$ cat src/rtl/pixdiv_pkg.sv
package pixdiv_pkg;

   typedef enum logic {
      CK_INTERNAL = 1'b0,
      CK_EXTERNAL = 1'b1
   } ck_type_e;

   // Bit positions inside a control word, given the divide field width.
   function automatic int byp_bit(input int div_w);
      return div_w;
   endfunction

   function automatic int type_bit(input int div_w);
      return div_w + 1;
   endfunction

   function automatic int sel_lsb(input int div_w);
      return div_w + 2;
   endfunction

endpackage

$ cat src/rtl/pixdiv_tick_sel.sv
module pixdiv_tick_sel #(
   parameter int N_SRC = 3,
   parameter int SEL_W = 2
) (
   input  logic [N_SRC-1:0] src_tick,
   input  logic             ext_tick,
   input  logic [SEL_W-1:0] sel,
   input  logic             ck_type,
   output logic             tick,
   output logic             tick_ok
);
   import pixdiv_pkg::*;

   logic int_tick;
   logic int_ok;

   always_comb begin
      int_tick = 1'b0;
      for (int i = 0; i < N_SRC; i++) begin
         if (sel == SEL_W'(i)) int_tick = src_tick[i];
      end
   end

   generate
      if (N_SRC == (1 << SEL_W)) begin : g_full
         assign int_ok = 1'b1;
      end else begin : g_sparse
         assign int_ok = ({1'b0, sel} < (SEL_W+1)'(N_SRC));
      end
   endgenerate

   assign tick    = (ck_type == CK_EXTERNAL) ? ext_tick : int_tick;
   assign tick_ok = (ck_type == CK_EXTERNAL) | int_ok;

endmodule

$ cat src/rtl/pixdiv_chan.sv
module pixdiv_chan #(
   parameter int DIV_W = 10,
   parameter int N_SRC = 3,
   parameter int SEL_W = 2,
   localparam int CW    = DIV_W + 2 + SEL_W,
   localparam int CNT_W = DIV_W + 1
) (
   input  logic             clk,
   input  logic             rst_n,
   input  logic [N_SRC-1:0] src_tick,
   input  logic             ext_tick,
   input  logic [CW-1:0]    pend_ctrl,
   output logic             pix_clk,
   output logic             pix_stb
);
   import pixdiv_pkg::*;

   localparam int BYP = byp_bit(DIV_W);
   localparam int TYP = type_bit(DIV_W);
   localparam int SEL = sel_lsb(DIV_W);

   logic [CW-1:0]    act_q;
   logic [CNT_W-1:0] cnt_q;
   logic             tick, tick_ok, stall, per_end;
   logic [CNT_W-1:0] last_cnt, half_cnt;
   logic             act_byp;

   assign act_byp = act_q[BYP];

   pixdiv_tick_sel #(.N_SRC(N_SRC), .SEL_W(SEL_W)) u_sel (
      .src_tick (src_tick),
      .ext_tick (ext_tick),
      .sel      (act_q[SEL +: SEL_W]),
      .ck_type  (act_q[TYP]),
      .tick     (tick),
      .tick_ok  (tick_ok)
   );

   assign last_cnt = {1'b0, act_q[DIV_W-1:0]} + CNT_W'(1);
   assign half_cnt = ({1'b0, act_q[DIV_W-1:0]} + CNT_W'(2)) >> 1;
   assign stall    = !tick_ok;
   assign per_end  = tick && (act_byp || (cnt_q == last_cnt));

   always_ff @(posedge clk) begin
      if (!rst_n) begin
         act_q <= '0;
         cnt_q <= '0;
      end else if (stall) begin
         act_q <= pend_ctrl;
         cnt_q <= '0;
      end else if (per_end) begin
         act_q <= pend_ctrl;
         cnt_q <= '0;
      end else if (tick) begin
         cnt_q <= cnt_q + CNT_W'(1);
      end
   end

   assign pix_stb = per_end;
   assign pix_clk = act_byp ? 1'b1 : (cnt_q < half_cnt);

   // the counter stays inside the active period
   a_r1_cnt_in_period: assert property (@(posedge clk) disable iff (!rst_n)
      !act_byp |-> cnt_q <= last_cnt);
   // in bypass every selected tick closes a period
   a_r3_bypass_every_tick: assert property (@(posedge clk) disable iff (!rst_n)
      (act_byp && tick) |-> pix_stb);
   // active settings move only at a period end or while stalled
   a_r8_hold_mid_period: assert property (@(posedge clk) disable iff (!rst_n)
      (!pix_stb && tick_ok) |=> $stable(act_q));
   // a stalled channel picks up the pending word next cycle
   a_r9_stall_reload: assert property (@(posedge clk) disable iff (!rst_n)
      !tick_ok |=> act_q == $past(pend_ctrl));

endmodule

$ cat src/rtl/pixdiv_regs.sv
module pixdiv_regs #(
   parameter int N_CH = 2,
   parameter int CW   = 14,
   localparam int AW  = (N_CH > 1) ? $clog2(N_CH) : 1
) (
   input  logic               clk,
   input  logic               rst_n,
   input  logic               wr_en,
   input  logic [AW-1:0]      wr_addr,
   input  logic [CW-1:0]      wr_data,
   input  logic [AW-1:0]      rd_addr,
   output logic [CW-1:0]      rd_data,
   output logic [N_CH*CW-1:0] ctrl_flat
);
   logic [CW-1:0] word_q [N_CH];

   generate
      for (genvar c = 0; c < N_CH; c++) begin : g_word
         always_ff @(posedge clk) begin
            if (!rst_n)                                 word_q[c] <= '0;
            else if (wr_en && (wr_addr == AW'(c)))      word_q[c] <= wr_data;
         end
         assign ctrl_flat[c*CW +: CW] = word_q[c];

         // a write aimed elsewhere leaves this word alone
         a_r7_other_untouched: assert property (@(posedge clk) disable iff (!rst_n)
            (wr_en && (wr_addr != AW'(c))) |=> $stable(word_q[c]));
      end
   endgenerate

   always_comb begin
      rd_data = '0;
      for (int c = 0; c < N_CH; c++) begin
         if (rd_addr == AW'(c)) rd_data = word_q[c];
      end
   end

   // the word just written reads back when addressed
   a_r10_readback: assert property (@(posedge clk) disable iff (!rst_n)
      (wr_en && (rd_addr == wr_addr)) ##1 $stable(rd_addr) |-> rd_data == $past(wr_data));

endmodule

$ cat src/rtl/pixdiv_top.sv
module pixdiv_top #(
   parameter int N_CH  = 2,
   parameter int DIV_W = 10,
   parameter int N_SRC = 3,
   parameter int SEL_W = 2,
   localparam int CW   = DIV_W + 2 + SEL_W,
   localparam int AW   = (N_CH > 1) ? $clog2(N_CH) : 1
) (
   input  logic             clk,
   input  logic             rst_n,
   input  logic [N_SRC-1:0] src_tick,
   input  logic [N_CH-1:0]  ext_tick,
   input  logic             wr_en,
   input  logic [AW-1:0]    wr_addr,
   input  logic [CW-1:0]    wr_data,
   input  logic [AW-1:0]    rd_addr,
   output logic [CW-1:0]    rd_data,
   output logic [N_CH-1:0]  pix_clk,
   output logic [N_CH-1:0]  pix_stb
);
   generate
      if (DIV_W < 1 || DIV_W > 24) begin : g_bad_div
         $error("pixdiv_top: DIV_W out of range");
      end
      if (N_SRC < 1 || N_SRC > (1 << SEL_W)) begin : g_bad_src
         $error("pixdiv_top: N_SRC does not fit SEL_W");
      end
      if (N_CH < 1) begin : g_bad_ch
         $error("pixdiv_top: N_CH must be positive");
      end
   endgenerate

   logic [N_CH*CW-1:0] ctrl_flat;

   pixdiv_regs #(.N_CH(N_CH), .CW(CW)) u_regs (
      .clk       (clk),
      .rst_n     (rst_n),
      .wr_en     (wr_en),
      .wr_addr   (wr_addr),
      .wr_data   (wr_data),
      .rd_addr   (rd_addr),
      .rd_data   (rd_data),
      .ctrl_flat (ctrl_flat)
   );

   generate
      for (genvar c = 0; c < N_CH; c++) begin : g_ch
         pixdiv_chan #(.DIV_W(DIV_W), .N_SRC(N_SRC), .SEL_W(SEL_W)) u_chan (
            .clk       (clk),
            .rst_n     (rst_n),
            .src_tick  (src_tick),
            .ext_tick  (ext_tick[c]),
            .pend_ctrl (ctrl_flat[c*CW +: CW]),
            .pix_clk   (pix_clk[c]),
            .pix_stb   (pix_stb[c])
         );
      end
   endgenerate

endmodule

$ cat config.mk
export PLATFORM = sky130hd
export DESIGN_NAME = pixdiv_top
export DESIGN_NICKNAME = d
export VERILOG_FILES = /design/src/rtl/pixdiv_pkg.sv /design/src/rtl/pixdiv_tick_sel.sv /design/src/rtl/pixdiv_chan.sv /design/src/rtl/pixdiv_regs.sv /design/src/rtl/pixdiv_top.sv
export SDC_FILE = /design/constraint.sdc
export NUM_CORES = 1
export LEC_CHECK = 0
export BUFFER_PORTS_ARGS = -buffer_cell sky130_fd_sc_hd__buf_2
export CAP_MARGIN = 20
export CORE_UTILIZATION = 45
export DETAILED_ROUTE_END_ITERATION = 8
export PLACE_DENSITY = 0.65
export SLEW_MARGIN = 30
export SYNTH_ARGS = -nofsm -noshare
export SYNTH_HDL_FRONTEND = slang
export SYNTH_SLANG_ARGS = --single-unit
export TNS_END_PERCENT = 100
$ cat constraint.sdc
create_clock -name clk -period 2.2 [get_ports clk]
set_input_delay 0 -clock clk [delete_from_list [all_inputs] [get_ports clk]]
set_output_delay 0 -clock clk [all_outputs]
set_load 0.01 [all_outputs]
After elaboration in Yosys (flattened, before gate mapping)
Memories as Yosys holds them, arrays and structs flattened. Index checks and enable logic that the tools add are counted.

Add/subtract/negate cells: 6. $lt $le $gt $ge: 4. Equality and inequality tests: 8. Mux-type cells: 24. Bitwise gates (word level): 8. Reductions and logical operators: 10.

Operators with widths (number): $mux W14 (7); $add A10 B1 Y11 const B (2); $add A10 B2 Y11 const B (2); $add A11 B1 Y11 const B (2); $eq A11 B11 Y1 (2); $lt A11 B10 Y1 (2); $mux W1 (17); $reduce_or A3 Y1 (2); $eq A2 B1 Y1 const B (2); $eq A2 B2 Y1 const B (2); $logic_and A1 B1 Y1 (4); $logic_not A2 Y1 (2); $lt A2 B2 Y1 const B (2); $ne A2 B2 Y1 const B (2); $not A1 Y1 (4); $or A1 B1 Y1 (4); $logic_or A1 B1 Y1 (2).

Register bits: 50. Bits in writable memories: 28. Bits of input ports: 24. Output and inout bits: 18. Word-level logic and storage cells: 65. Memories kept: 1.

Memories: u_regs.word_q (depth 2, bits a word 14, read ports 2, clocked after Yosys merged registers in 0, write ports 2, line pixdiv_regs.sv:15) `logic [CW-1:0] word_q [N_CH];`.

Longest topological paths before layout
Gate-level depths: netlist (run 1).

Depth after elaboration: 8. Depth in mapped cells: 11. Gate-level depth less buffers: 9.

Hierarchy
From an unflattened synthesis (run 1), not the netlist that was laid out.

Cells, all modules: 520. Area total of the unflattened synthesis: 4862.2 um2.

By module, submodules not included: pixdiv_chan (g_ch[1].u_chan) (instances 1, cells an instance 205, area an instance 1784.2 um2, seq. area each 500.5 um2); pixdiv_chan (g_ch[0].u_chan) (instances 1, cells an instance 210, area an instance 1776.7 um2, seq. area each 500.5 um2); pixdiv_regs (instances 1, cells an instance 95, area an instance 1218.7 um2, seq. area each 840.8 um2); pixdiv_tick_sel (instances 2, cells an instance 5, area an instance 41.3 um2, seq. area each 0.0 um2).

Worst setup path after synthesis (run 1)
No wires, ideal clock.

Kind: register -> register. Start point: register g_ch[1].u_chan.act_q[1]. End point: register g_ch[1].u_chan.cnt_q[4]. Library setup time: 0.116 ns. Arrival time: 2.271 ns. Data required time: 2.084 ns. Path slack: -0.187 ns. Stages on the path, launching flop included: 10. Buffers on the path: 2. Period minus slack after synthesis: 2.387 ns. Cells stage by stage: dfxtp_1 > ha_1 > buf_2 > nand4b_1 > or4b_1 > o21a_1 > a2111oi_4 > a21oi_2 > buf_6 > and3_1.

Word-level cells in the longest chain between the ends: 5.

Ends and longest elaborated chain: from (decl) (line pixdiv_chan.sv:22) `logic [CW-1:0] act_q;`; from (signal assigned) (line pixdiv_chan.sv:49) `act_q <= pend_ctrl;`; from (signal assigned) (line pixdiv_chan.sv:52) `act_q <= pend_ctrl;`; $add A10 B1 Y11 (line pixdiv_chan.sv:39) `assign last_cnt = {1'b0, act_q[DIV_W-1:0]} + CNT_W'(1);`; $eq A11 B11 Y1 (line pixdiv_chan.sv:42) `assign per_end = tick && (act_byp || (cnt_q == last_cnt));`; $logic_or A1 B1 Y1 (line pixdiv_chan.sv:42); $logic_and A1 B1 Y1 (line pixdiv_chan.sv:42); $reduce_or A3 Y1 (no line); to (signal assigned) (line pixdiv_chan.sv:55) `cnt_q <= cnt_q + CNT_W'(1);`; to (decl) (line pixdiv_chan.sv:23) `logic [CNT_W-1:0] cnt_q;`.

No other way between the ends. A chain may end at the register's enable or synchronous reset.

Final worst setup path (run 1)
Start point: register g_ch[0].u_chan.act_q[3]. End point: output port pix_stb[0].

Word-level cells in the longest chain between the ends: 4.

Ends and longest elaborated chain: from (decl) (line pixdiv_chan.sv:22); from (signal assigned) (line pixdiv_chan.sv:49); from (signal assigned) (line pixdiv_chan.sv:52); $add A10 B1 Y11 (line pixdiv_chan.sv:39); $eq A11 B11 Y1 (line pixdiv_chan.sv:42); $logic_or A1 B1 Y1 (line pixdiv_chan.sv:42); $logic_and A1 B1 Y1 (line pixdiv_chan.sv:42); to (decl) (line pixdiv_top.sv:19) `output logic [N_CH-1:0] pix_stb`.

No other way between the ends.

==> metrics, run 1 <==
status=complete, but fails checks; failing checks=setup timing; Cell Area, Synth=4870 um^2; DR pass1 iterations=5; RSZ-0062 raised after global routing=yes; area added between synthesis and finish=34.0%; R2R setup slack=-0.21 ns; num ports=42; crit path DAT=2.42 ns; CTS H-tree depth=3; CP Depth=8; Fin. Hold Viols=0; Initial Util=0.468; clk buf depth=2; DIE HEIGHT=106 um; post-synthesis sequential area ratio=0.378; vias in the first global route=4105; LEAKAGE=2.78 nW; R2R cell count=10; post-route DRC violation count=0; total CTS buffers=9; clk sink count=78; r2r endpoint=g_ch[0].u_chan.cnt_q[1]$_SDFFE_PP0P_; Slowest cell on crit path=or4_4; hold_sp=rst_n; Final min period=2.42 ns; I/O Buffers=41; Fin Clk Skew=0.0120 ns; worst path bufs/invs=3; Synthesized Nets=557; die width=106 um; fillcell total=862; Avg WL per Cell=16.0 um; Rows=37; WHS=0.119 ns; EDFF count, synth=28; Nets=675; Multi-input gate area=3140 um^2; global-route wire length before repair=19900 um; Final setup viols=52; crit-path cells=buf_4 > nand4_4 > or4_4 > and3_4 > a311o_1 > a22o_1 > buf_4 > buf_2; power per cell area=1020 nW/um^2; crit share post-route=1.10; fmax=413 MHz; GRT Total Usage=0.227; Netlist cell types=60; Max-slew headroom=0.571; vias=4101; maxcap violations=0; endpoint class of the critical path=output pin; 1st-iter DRT viols=130; Synth Register Bits=78; Clock transition at path regs=0.09 ns; ys async rst share=0; Congestion Overflow GR=0; antenna violations before repair=0; share of cells above drive strength 1=0.361; n_diodes=0; slack of the critical path=-0.219 ns; Final Core Density=0.627; Req. time, crit path=2.20 ns; Ys Warns=0; Core Region=10400 um^2; Cells after Synth=509; GP Congestion=0.899; worst stage delay on the critical path=0.51 ns; Synth Flop Type=dfxtp_1; vias per std cell=5.34; r2r startpoint=g_ch[0].u_chan.act_q[1]$_SDFFE_PN0P_; pin count of the biggest net entering global routing=31; peak supply drop=504 uV; CP Launch Type=register; Hold Crit Class=in -> reg; Pins Over Slew Limit=0; largest delay contributor family on the critical path=simple AND/OR/NAND/NOR gates; CTS tree=yes; antenna viol nets, final=0; post-DP HPWL=8650 um; full die area=11300 um^2; post-synthesis area per instance=9.58 um^2; CP dominant cell by count=buf_4; Post-Route WL=12300 um; Seq. cell area=1870 um^2; critical path class=reg -> out; crit path launch=g_ch[0].u_chan.act_q[3]$_SDFFE_PN0P_; worst-margin pin slew=0.643 ns; CP Capture Point=pix_stb[0]; CTS root buf=clkbuf_8; Clock Latency Late Sink=0.37 ns; crit path max fanout=4
-- cell usage in the layout, fill, tap and decap left out, drive strengths merged, types with 3 or more instances in the layout --
master       count
xor2            19
nand2b           3
a21o             3
edfxtp          28
buf            126
a22o             3
nor4             5
and3            36
a2bb2oi          4
a211oi           3
o21a            12
nand3           18
or3              3
clkbuf          11
dlygate4sd3     14
xnor2           33
ha              24
inv             11
mux2i           24
and2            29
nor2            11
dfxtp           50
nand4           14
mux2            17
nand2           70
o21ai            9
o211ai           7
a21oi            6
-- sequential cells by signal (all words and copies together) (netlist names) --
signal,flops
g_ch.u_chan.act_q,28
g_ch.u_chan.cnt_q,22
u_regs.word_q,28
-- worst register-to-register path, delay by kind of cell (launching register included) --
kind	cells	cell delay [ns]
and+or+nand+nor	4	0.82
AOI/OAI and AO/OA	2	0.48
buffers and inverters	3	0.46
DFF	1	0.39
adders and majority gates	1	0.15
-- power by group --
part	leakage [nW]	switching, W	total [W]	internal (W)
combinational	1.99	0.00153	0.00348	0.00194
sequential	0.698	0.000289	0.00205	0.00176
clock	0.0931	0.000585	0.00112	0.000532
total	2.78	0.00241	0.00665	0.00424
-- through the flow --
| stage | cells | TNS, ns | area, um^2 | power, W | setup WS (ns) |
|---|---|---|---|---|---|
| 4_1_cts | 761 | -5.56 | 6310 | 0.00635 | -0.374 |
| 2_1_floorplan | 509 | -0.396 | 4910 | 0.00394 | -0.0354 |
| 5_1_grt | 768 | -10.78 | 6530 | 0.00702 | -0.325 |
| 6_report | 768 | -6.14 | 6530 | 0.00665 | -0.219 |
| 3_3_place_gp | 713 | -0.980 | 5580 | 0.00463 | -0.0376 |
| 3_5_place_dp | 713 | -3.17 | 5580 | 0.00470 | -0.117 |
-- metal layers --
metal  part of all wire  GRT usage  wire length (um)  vias up
li1                   -          -                 -     2063
met1               0.46      0.293              5680     1922
met2               0.49      0.380              5980      103
met3              0.040     0.0472               496       13
met4              0.013     0.0714               162        0
met5                  0          0                 0        -
-- cells in the mapped netlist (3+ instances only) --
master / n / share of area
nand2_1: 70 / 0.054
dfxtp_1: 50 / 0.21
and3_1: 36 / 0.046
xnor2_1: 33 / 0.059
and2_1: 29 / 0.037
edfxtp_1: 28 / 0.17
ha_1: 24 / 0.062
mux2i_1: 24 / 0.049
xor2_1: 19 / 0.034
mux2_2: 17 / 0.039
nand3_1: 17 / 0.017
clkbuf_1: 16 / 0.012
nand4_1: 13 / 0.017
o21a_1: 12 / 0.018
nor2_1: 11 / 0.0085
inv_1: 10 / 0.0077
o21ai_0: 9 / 0.0092
buf_2: 7 / 0.0072
o211ai_1: 7 / 0.011
a21oi_1: 4 / 0.0041
a2bb2oi_1: 4 / 0.0072
buf_4: 4 / 0.0062
buf_6: 4 / 0.0092
nor4_1: 4 / 0.0051
a211oi_1: 3 / 0.0046
a21o_1: 3 / 0.0046
a22o_1: 3 / 0.0054
nand2b_1: 3 / 0.0039
or3_1: 3 / 0.0039
-- worst min-delay path by stage --
stage | slack, ns | to | depth (start not counted)
5_1_grt | 0.14 | g_ch[1].u_chan.act_q[2]$_SDFFE_PN0P_ | 3
3_3_place_gp | 0.29 | u_regs.word_q[1][5]$_SDFFCE_PN0P_ | 2
3_5_place_dp | 0.29 | u_regs.word_q[0][5]$_SDFFCE_PN0P_ | 2
6_report | 0.12 | g_ch[1].u_chan.act_q[4]$_SDFFE_PN0P_ | 3
2_1_floorplan | 0.16 | rd_data[0] | 1
4_1_cts | 0.1 | g_ch[1].u_chan.act_q[4]$_SDFFE_PN0P_ | 3
-- timing repair --
action                                 4_1_cts  5_1_grt
setup endpoints to repair                   53       54
endpoints found under the hold margin       28        0
gates resized for setup                     52       30
hold buffers                                14        0
setup buffers                               17        7
cloned                                       1        1
pin swaps                                   19       18
-- layout make-up --
class / instances / area share
well taps: 136 / 0.0261
flip-flops and latches: 78 / 0.287
clock inverters: 6 / 0.0109
clock buffers: 10 / 0.0195
multi-input cells: 387 / 0.480
repair buffers: 141 / 0.171
inverters: 10 / 0.00575
-- cells by family after synthesis --
kind of cell | Yosys count | synth area share
muxes | 41 | 0.0886
and+or+nand+nor | 204 | 0.226
adders and majority gates | 24 | 0.0616
DFF | 78 | 0.378
xor gates and xnor gates | 52 | 0.0934
AOI/OAI and AO/OA | 66 | 0.108
buffers and inverters | 44 | 0.0454
(Power assumes the default switching activity.)
==> run 2, diff against run 1 <==
Settings changed: TNS_END_PERCENT 100 to 1.
==> run 2 against run 1 <==
Effect of this change:
- the flow still finishes with violations (setup timing)
- global-route usage is 0.77 points lower
- highest routed layer unchanged
- cell count fell by 2.9%
- clock-buffer cell count down 1
- largest cell class unchanged
- final area is 7.0% lower
- critical endpoint is now pix_clk[0]
- largest power group unchanged
- critical path type unchanged
- non-clock buffer count decreased by 22
- worst setup slack worse by 0.037 ns
- wire length down 4.7%
- power is 11% lower
- clock power is 6% lower
- utilization is 4.4 points lower
- sequential power about the same
- combinational power decreased by 19%
==> metrics, run 2 (synthesis gave the netlist of run 1 again) <==
failing checks=setup timing; Max-slew headroom=0.598 (+0.0275); switching fraction of total power=0.378 (+0.0159); 1st-iter DRT viols=177 (+36%); Hold Crit Class=in -> reg; full die area=11300 um^2 (unchanged); Core Region=10400 um^2 (unchanged); largest registers=g_ch.u_chan.act_q (28), u_regs.word_q (28), g_ch.u_chan.cnt_q (22); crit path max fanout=5 (+1); GP Congestion=0.877 (-2.4%); global-route wire length before repair=19300 um (-2.6%); Fin Clk Skew=0.0128 ns (+0.000737 ns); Rows=37 (unchanged); WHS=0.167 ns (+0.0482 ns); total CTS buffers=9 (unchanged); post-DP HPWL=8590 um (-0.63%); Post-DP Area=5590 um^2 (+0.13%); met1 Track Usage GR=0.298 (+0.00472); crit share post-route=1.12 (+0.0169); clk buf depth=2 (unchanged); Post-Route WL=11700 um (-4.7%); n_diodes=0 (unchanged); Multi-input gate area=2930 um^2 (-6.6%); most common cell after layout, fill and taps aside=nand2_1; power per cell area=975 nW/um^2 (-4.2%); sw power=0.00224 W (-7.0%); Seq. cell area=1870 um^2 (about the same); LEAKAGE=2.63 nW (-5.4%); fillcell total=915 (+6.1%); busiest grt layer=met2; critical path class=reg -> out; vias in the first global route=4002 (-2.5%); Avg WL per Cell=15.7 um (-1.9%); most frequent cells in the layout=69 x nand2_1, 58 x buf_4, 41 x buf_2, 38 x dfxtp_1, 34 x and3_1; share of cells above drive strength 1=0.285 (-0.0755); num ports=42 (unchanged); crit path DAT=2.46 ns (+0.04 ns); total negative slack=-2.18 ns (+3.96 ns); maxcap violations=0 (unchanged); DIE HEIGHT=106 um (unchanged); combinational share of power=0.475 (-0.048); CP Launch Type=register; I/O Buffers=41 (unchanged); Final setup viols=28 (-46%); Clock Power Share=0.177 (+0.009); antenna violations before repair=0 (unchanged); Final min period=2.46 ns (+0.0372 ns); Congestion Overflow GR=0 (unchanged); CTS tree=yes; Req. time, crit path=2.20 ns (about the same); DR pass1 iterations=4 (-1); area added between synthesis and finish=24.6%; peak supply drop=522 uV (+3.5%); vias=4056 (-1.1%); antenna viol nets, final=0 (unchanged); pin count of the biggest net entering global routing=32 (+3.2%); vias per std cell=5.44 (+1.8%); CTS H-tree depth=3 (unchanged); worst-margin pin slew=0.601 ns (-0.0412 ns); RSZ-0062 raised after global routing=yes; post-route DRC violation count=0 (unchanged); Clock transition at path regs=0.09 ns (about the same); clk sink count=78 (unchanged); met2 Use GR=0.352 (-0.0271); slack of the critical path=-0.256 ns (-0.0372 ns); Design Area, Final=6070 um^2 (-7.0%); Pint=0.00369 W (-13%); sequential share of power=0.347 (+0.038); fmax=407 MHz (-1.5%); CTS root buf=clkbuf_8; Pins Over Slew Limit=0 (unchanged); Nets=653 (-3.3%); Clock Latency Late Sink=0.36 ns (about the same); endpoint class of the critical path=output pin; Fin. Hold Viols=0 (unchanged); status=complete, but fails checks; GRT Total Usage=0.219 (-0.00770); met3 Use GR=0.0325 (-0.0147); die width=106 um (unchanged); Initial Util=0.468 (unchanged)
-- run 2: cell count changes in the layout (fill, tap and decap cells not counted), moves of 3 or more --
cell	delta
buf_4	-14
dfxtp_1	+3
ha_1	+3
buf_6	-6
and3_1	+17
dfxtp_2	-5
and3_4	-17
-- run 2: worst paths after layout --
check / from / end / slack (ns) / cells after the start
max: g_ch[0].u_chan.act_q[3]$_SDFFE_PN0P_ / pix_clk[0] / -0.26 / 10
min: rst_n / g_ch[1].u_chan.act_q[12]$_SDFFE_PN0P_ / 0.17 / 4
max reg2reg: g_ch[0].u_chan.act_q[6]$_SDFFE_PN0P_ / g_ch[0].u_chan.act_q[0]$_SDFFE_PN0P_ / -0.10 / 7
min reg2reg: g_ch[1].u_chan.act_q[3]$_SDFFE_PN0P_ / g_ch[1].u_chan.act_q[3]$_SDFFE_PN0P_ / 0.50 / 2
-- run 2: worst max-delay path: stages, from the launching register on --
cell and delay [ns]:
dfxtp_4 0.38, buf_6 0.10, and4_4 0.23, and3_4 0.19, nand4_1 0.11, ha_1 0.32
a211oi_2 0.22, nor2_1 0.09, nor4_1 0.19, a21o_1 0.15, buf_2 0.12
-- run 2: routing by layer --
layer,share of wire,vias to the layer above,wire (um)
met5,0,-,0
met4,0.018,0,207
met3,0.041,17,483
met2,0.46,98,5420
met1,0.48,1929,5630
li1,-,2012,-
-- run 2: final cells by class --
class | instances | share of cell area
multi-input cells | 387 | 0.482
flip-flops and latches | 78 | 0.309
repair buffers | 119 | 0.144
well taps | 136 | 0.0280
clock buffers | 9 | 0.0204
clock inverters | 7 | 0.0105
inverters | 10 | 0.00618
-- run 2: repair_timing --
action / in CTS / in global routing
buffers inserted: 2 / 0
setup endpoints to repair: 53 / 54
pin swaps: 5 / 8
hold buffers: 14 / 0
endpoints found under the hold margin: 28 / 0
gates resized for setup: 23 / 12
-- run 2: per-stage QoR --
stage | total power, W | std cells | util | setup slack (ns)
2_1_floorplan | 0.00394 | 509 | - | -0.0354
3_3_place_gp | 0.00463 | 714 | 0.537 | -0.0580
3_5_place_dp | 0.00469 | 714 | 0.537 | -0.141
4_1_cts | 0.00587 | 746 | 0.577 | -0.304
5_1_grt | 0.00629 | 746 | 0.583 | -0.424
6_report | 0.00592 | 746 | 0.583 | -0.256
-- run 2: power groups by stage --
stage	combinational (W)	clock [W]	sequential [W]
3_3_place_gp	0.00259	0	0.00204
3_5_place_dp	0.00264	0	0.00205
2_1_floorplan	0.00197	0	0.00197
5_1_grt	0.00307	0.00112	0.00209
6_report	0.00282	0.00105	0.00206
4_1_cts	0.00276	0.00107	0.00204
==> run 3, diff against run 2 <==
Settings changed: GPL_TIMING_DRIVEN set to 0, RECOVER_POWER set to 50.
==> run 3 against run 2 <==
Effect of this change:
- the flow still finishes with violations (setup timing)
- critical endpoint is now pix_clk[1]
- clock skew shrank 0.0023 ns
- sequential power increased by 2%
- sequential share of layout area about the same
- highest routed layer unchanged
- cell count fell by 0.54%
==> metrics, run 3 (synthesis gave the netlist of run 1 again) <==
Hold Path Stages=2 (-2); Final min period=2.52 ns (+0.0630 ns); Hold Crit Class=in -> reg; 1st-iter DRT viols=183 (+3.4%); Post-DP Area=5290 um^2 (-5.3%); CTS tree=yes; sw power=0.00236 W (+5.6%); Max-slew headroom=0.454 (-0.144); switching fraction of total power=0.382 (+0.00460); Fin. Hold Viols=0 (unchanged); worst-margin pin slew=0.811 ns (+0.209 ns); clk buf depth=2 (unchanged); total negative slack=-9.17 ns (-6.99 ns); R2R setup slack=-0.25 ns (-0.15 ns); sequential share of power=0.340 (-0.007); crit path max fanout=4 (-1); vias=4052 (-0.099%); hold_sp=wr_addr; Pint=0.00382 W (+3.6%); maxcap violations=0 (unchanged); Clock Latency Late Sink=0.36 ns (about the same); LEAKAGE=2.50 nW (-4.9%); Initial Util=0.468 (unchanged); CP Launch Type=register; CTS H-tree depth=3 (unchanged); antenna violations before repair=0 (unchanged); n_diodes=0 (unchanged); Final setup viols=52 (+86%); Post-Route WL=12300 um (+5.2%); antenna viol nets, final=0 (unchanged); Core Region=10400 um^2 (unchanged); CTS root buf=clkbuf_8; Post-Place Worst Slack=-0.339 ns (-0.198 ns); Worst Hold Path EP=u_regs.word_q[0][0]$_SDFFCE_PN0P_; num ports=42 (unchanged); R2R cell count=9 (+2); crit path DAT=2.52 ns (+0.06 ns); Nets=649 (-0.61%); power per cell area=1010 nW/um^2 (+4.0%); Clock Power Share=0.172 (-0.005); die width=106 um (unchanged); r2r startpoint=g_ch[1].u_chan.act_q[1]$_SDFFE_PN0P_; I/O Buffers=40 (-2.4%); crit share post-route=1.14 (+0.0286); Req. time, crit path=2.20 ns (about the same); DIE HEIGHT=106 um (unchanged); GRT Total Usage=0.228 (+0.00875); clk sink count=78 (unchanged); Pins Over Slew Limit=0 (unchanged); total CTS buffers=9 (unchanged); Rows=37 (unchanged); post-DP HPWL=8470 um (-1.5%); Clock transition at path regs=0.09 ns (about the same); fillcell total=908 (-0.77%); most common cell after layout, fill and taps aside=nand2_1; r2r endpoint=g_ch[1].u_chan.cnt_q[4]$_SDFFE_PP0P_; crit path launch=g_ch[1].u_chan.act_q[4]$_SDFFE_PN0P_; critical path class=reg -> out; Avg WL per Cell=16.6 um (+5.7%); most frequent cells in the layout=69 x nand2_1, 34 x dfxtp_1, 30 x xnor2_1, 30 x and3_1, 29 x clkbuf_1; RSZ-0062 raised after global routing=yes; status=complete, but fails checks; vias per std cell=5.46 (+0.44%); vias in the first global route=4037 (+0.87%); post-route DRC violation count=0 (unchanged); pin count of the biggest net entering global routing=17 (-47%); combinational share of power=0.488 (+0.013); GP Congestion=0.863 (-1.6%); area added between synthesis and finish=25.0%; DR pass1 iterations=4 (unchanged); slack of the critical path=-0.319 ns (-0.0630 ns); global-route wire length before repair=20000 um (+3.6%); Pwr Total=0.00618 W (+4.3%); Fin Clk Skew=0.0105 ns (-0.00228 ns); share of cells above drive strength 1=0.257 (-0.0278); endpoint class of the critical path=output pin; Design Area, Final=6090 um^2 (+0.35%); Congestion Overflow GR=0 (unchanged); failing checks=setup timing; fmax=397 MHz (-2.5%); Final Core Density=0.585 (+0.00204); largest registers=g_ch.u_chan.act_q (28), u_regs.word_q (28), g_ch.u_chan.cnt_q (22); full die area=11300 um^2 (unchanged); peak supply drop=460 uV (-12%)
## run 3: cell types whose count changed in the layout (fill, tap and decap cells not counted), moves of 4 or more
cell and change:
and2_0 +9, and2_1 -9, and3_1 -4, and3_4 +4, buf_2 -21, buf_4 -31, buf_6 +16, clkbuf_1 +29
clkbuf_2 +4, dfxtp_1 -4
## run 3: power by group through the flow
stage / clock [W] / sequential, W / combinational, W
finish: 0.00106 / 0.00210 / 0.00302
global route: 0.00114 / 0.00213 / 0.00327
CTS: 0.00108 / 0.00206 / 0.00285
detailed placement: 0 / 0.00209 / 0.00245
global placement: 0 / 0.00208 / 0.00239
floorplan: 0 / 0.00197 / 0.00197
## run 3: worst max path at each step
stage                                            endpoint  depth (start not counted)  slack (ns)
CTS                                            pix_stb[0]                          9       -0.34
finish                                         pix_clk[1]                         12       -0.32
global placement    g_ch[1].u_chan.cnt_q[10]$_SDFFE_PP0P_                          8       -0.33
detailed placement   g_ch[1].u_chan.cnt_q[9]$_SDFFE_PP0P_                          8       -0.34
floorplan            g_ch[1].u_chan.cnt_q[4]$_SDFFE_PP0P_                          9       -0.04
global route                                   pix_clk[1]                         12       -0.42
## run 3: final cells by class
type | count | area [um^2] | share of cell area
buffer | 30 | 199 | 0.0326
timing repair buffer | 85 | 606 | 0.0994
clock buffer | 9 | 124 | 0.0203
clock inverter | 7 | 63.8 | 0.0105
sequential | 78 | 1880 | 0.309
tap | 136 | 170 | 0.0279
inverter | 10 | 37.5 | 0.00616
multi-input combinational | 387 | 3010 | 0.494
## run 3: metal layers
layer	share of wire	global-route usage
met1	0.47	0.303
met2	0.47	0.387
met3	0.044	0.0282
met4	0.016	0.0694
met5	0	0
## run 3: metrics by stage
stage               cells  hold slack [ns]
floorplan             509            0.158
global placement      685            0.285
detailed placement    686            0.292
CTS                   737           0.0463
global route          742           0.0817
finish                742           0.0630
## run 3: critical path: stages, from the launching register on
cell and delay [ns]:
dfxtp_2 0.34, buf_6 0.10, and3_4 0.20, and3_4 0.19, and3_4 0.20, xnor2_4 0.07
ha_4 0.27, o211ai_1 0.08, a21oi_1 0.20, o41ai_2 0.11, a21o_1 0.16, buf_4 0.13
buf_6 0.11
## run 3: what timing repair did
action / in CTS / in global routing
pin swaps: 19 / 18
gates resized for setup: 45 / 34
setup endpoints to repair: 54 / 54
setup buffers: 23 / 7
endpoints found under the hold margin: 28 / 0
hold buffers: 14 / 0
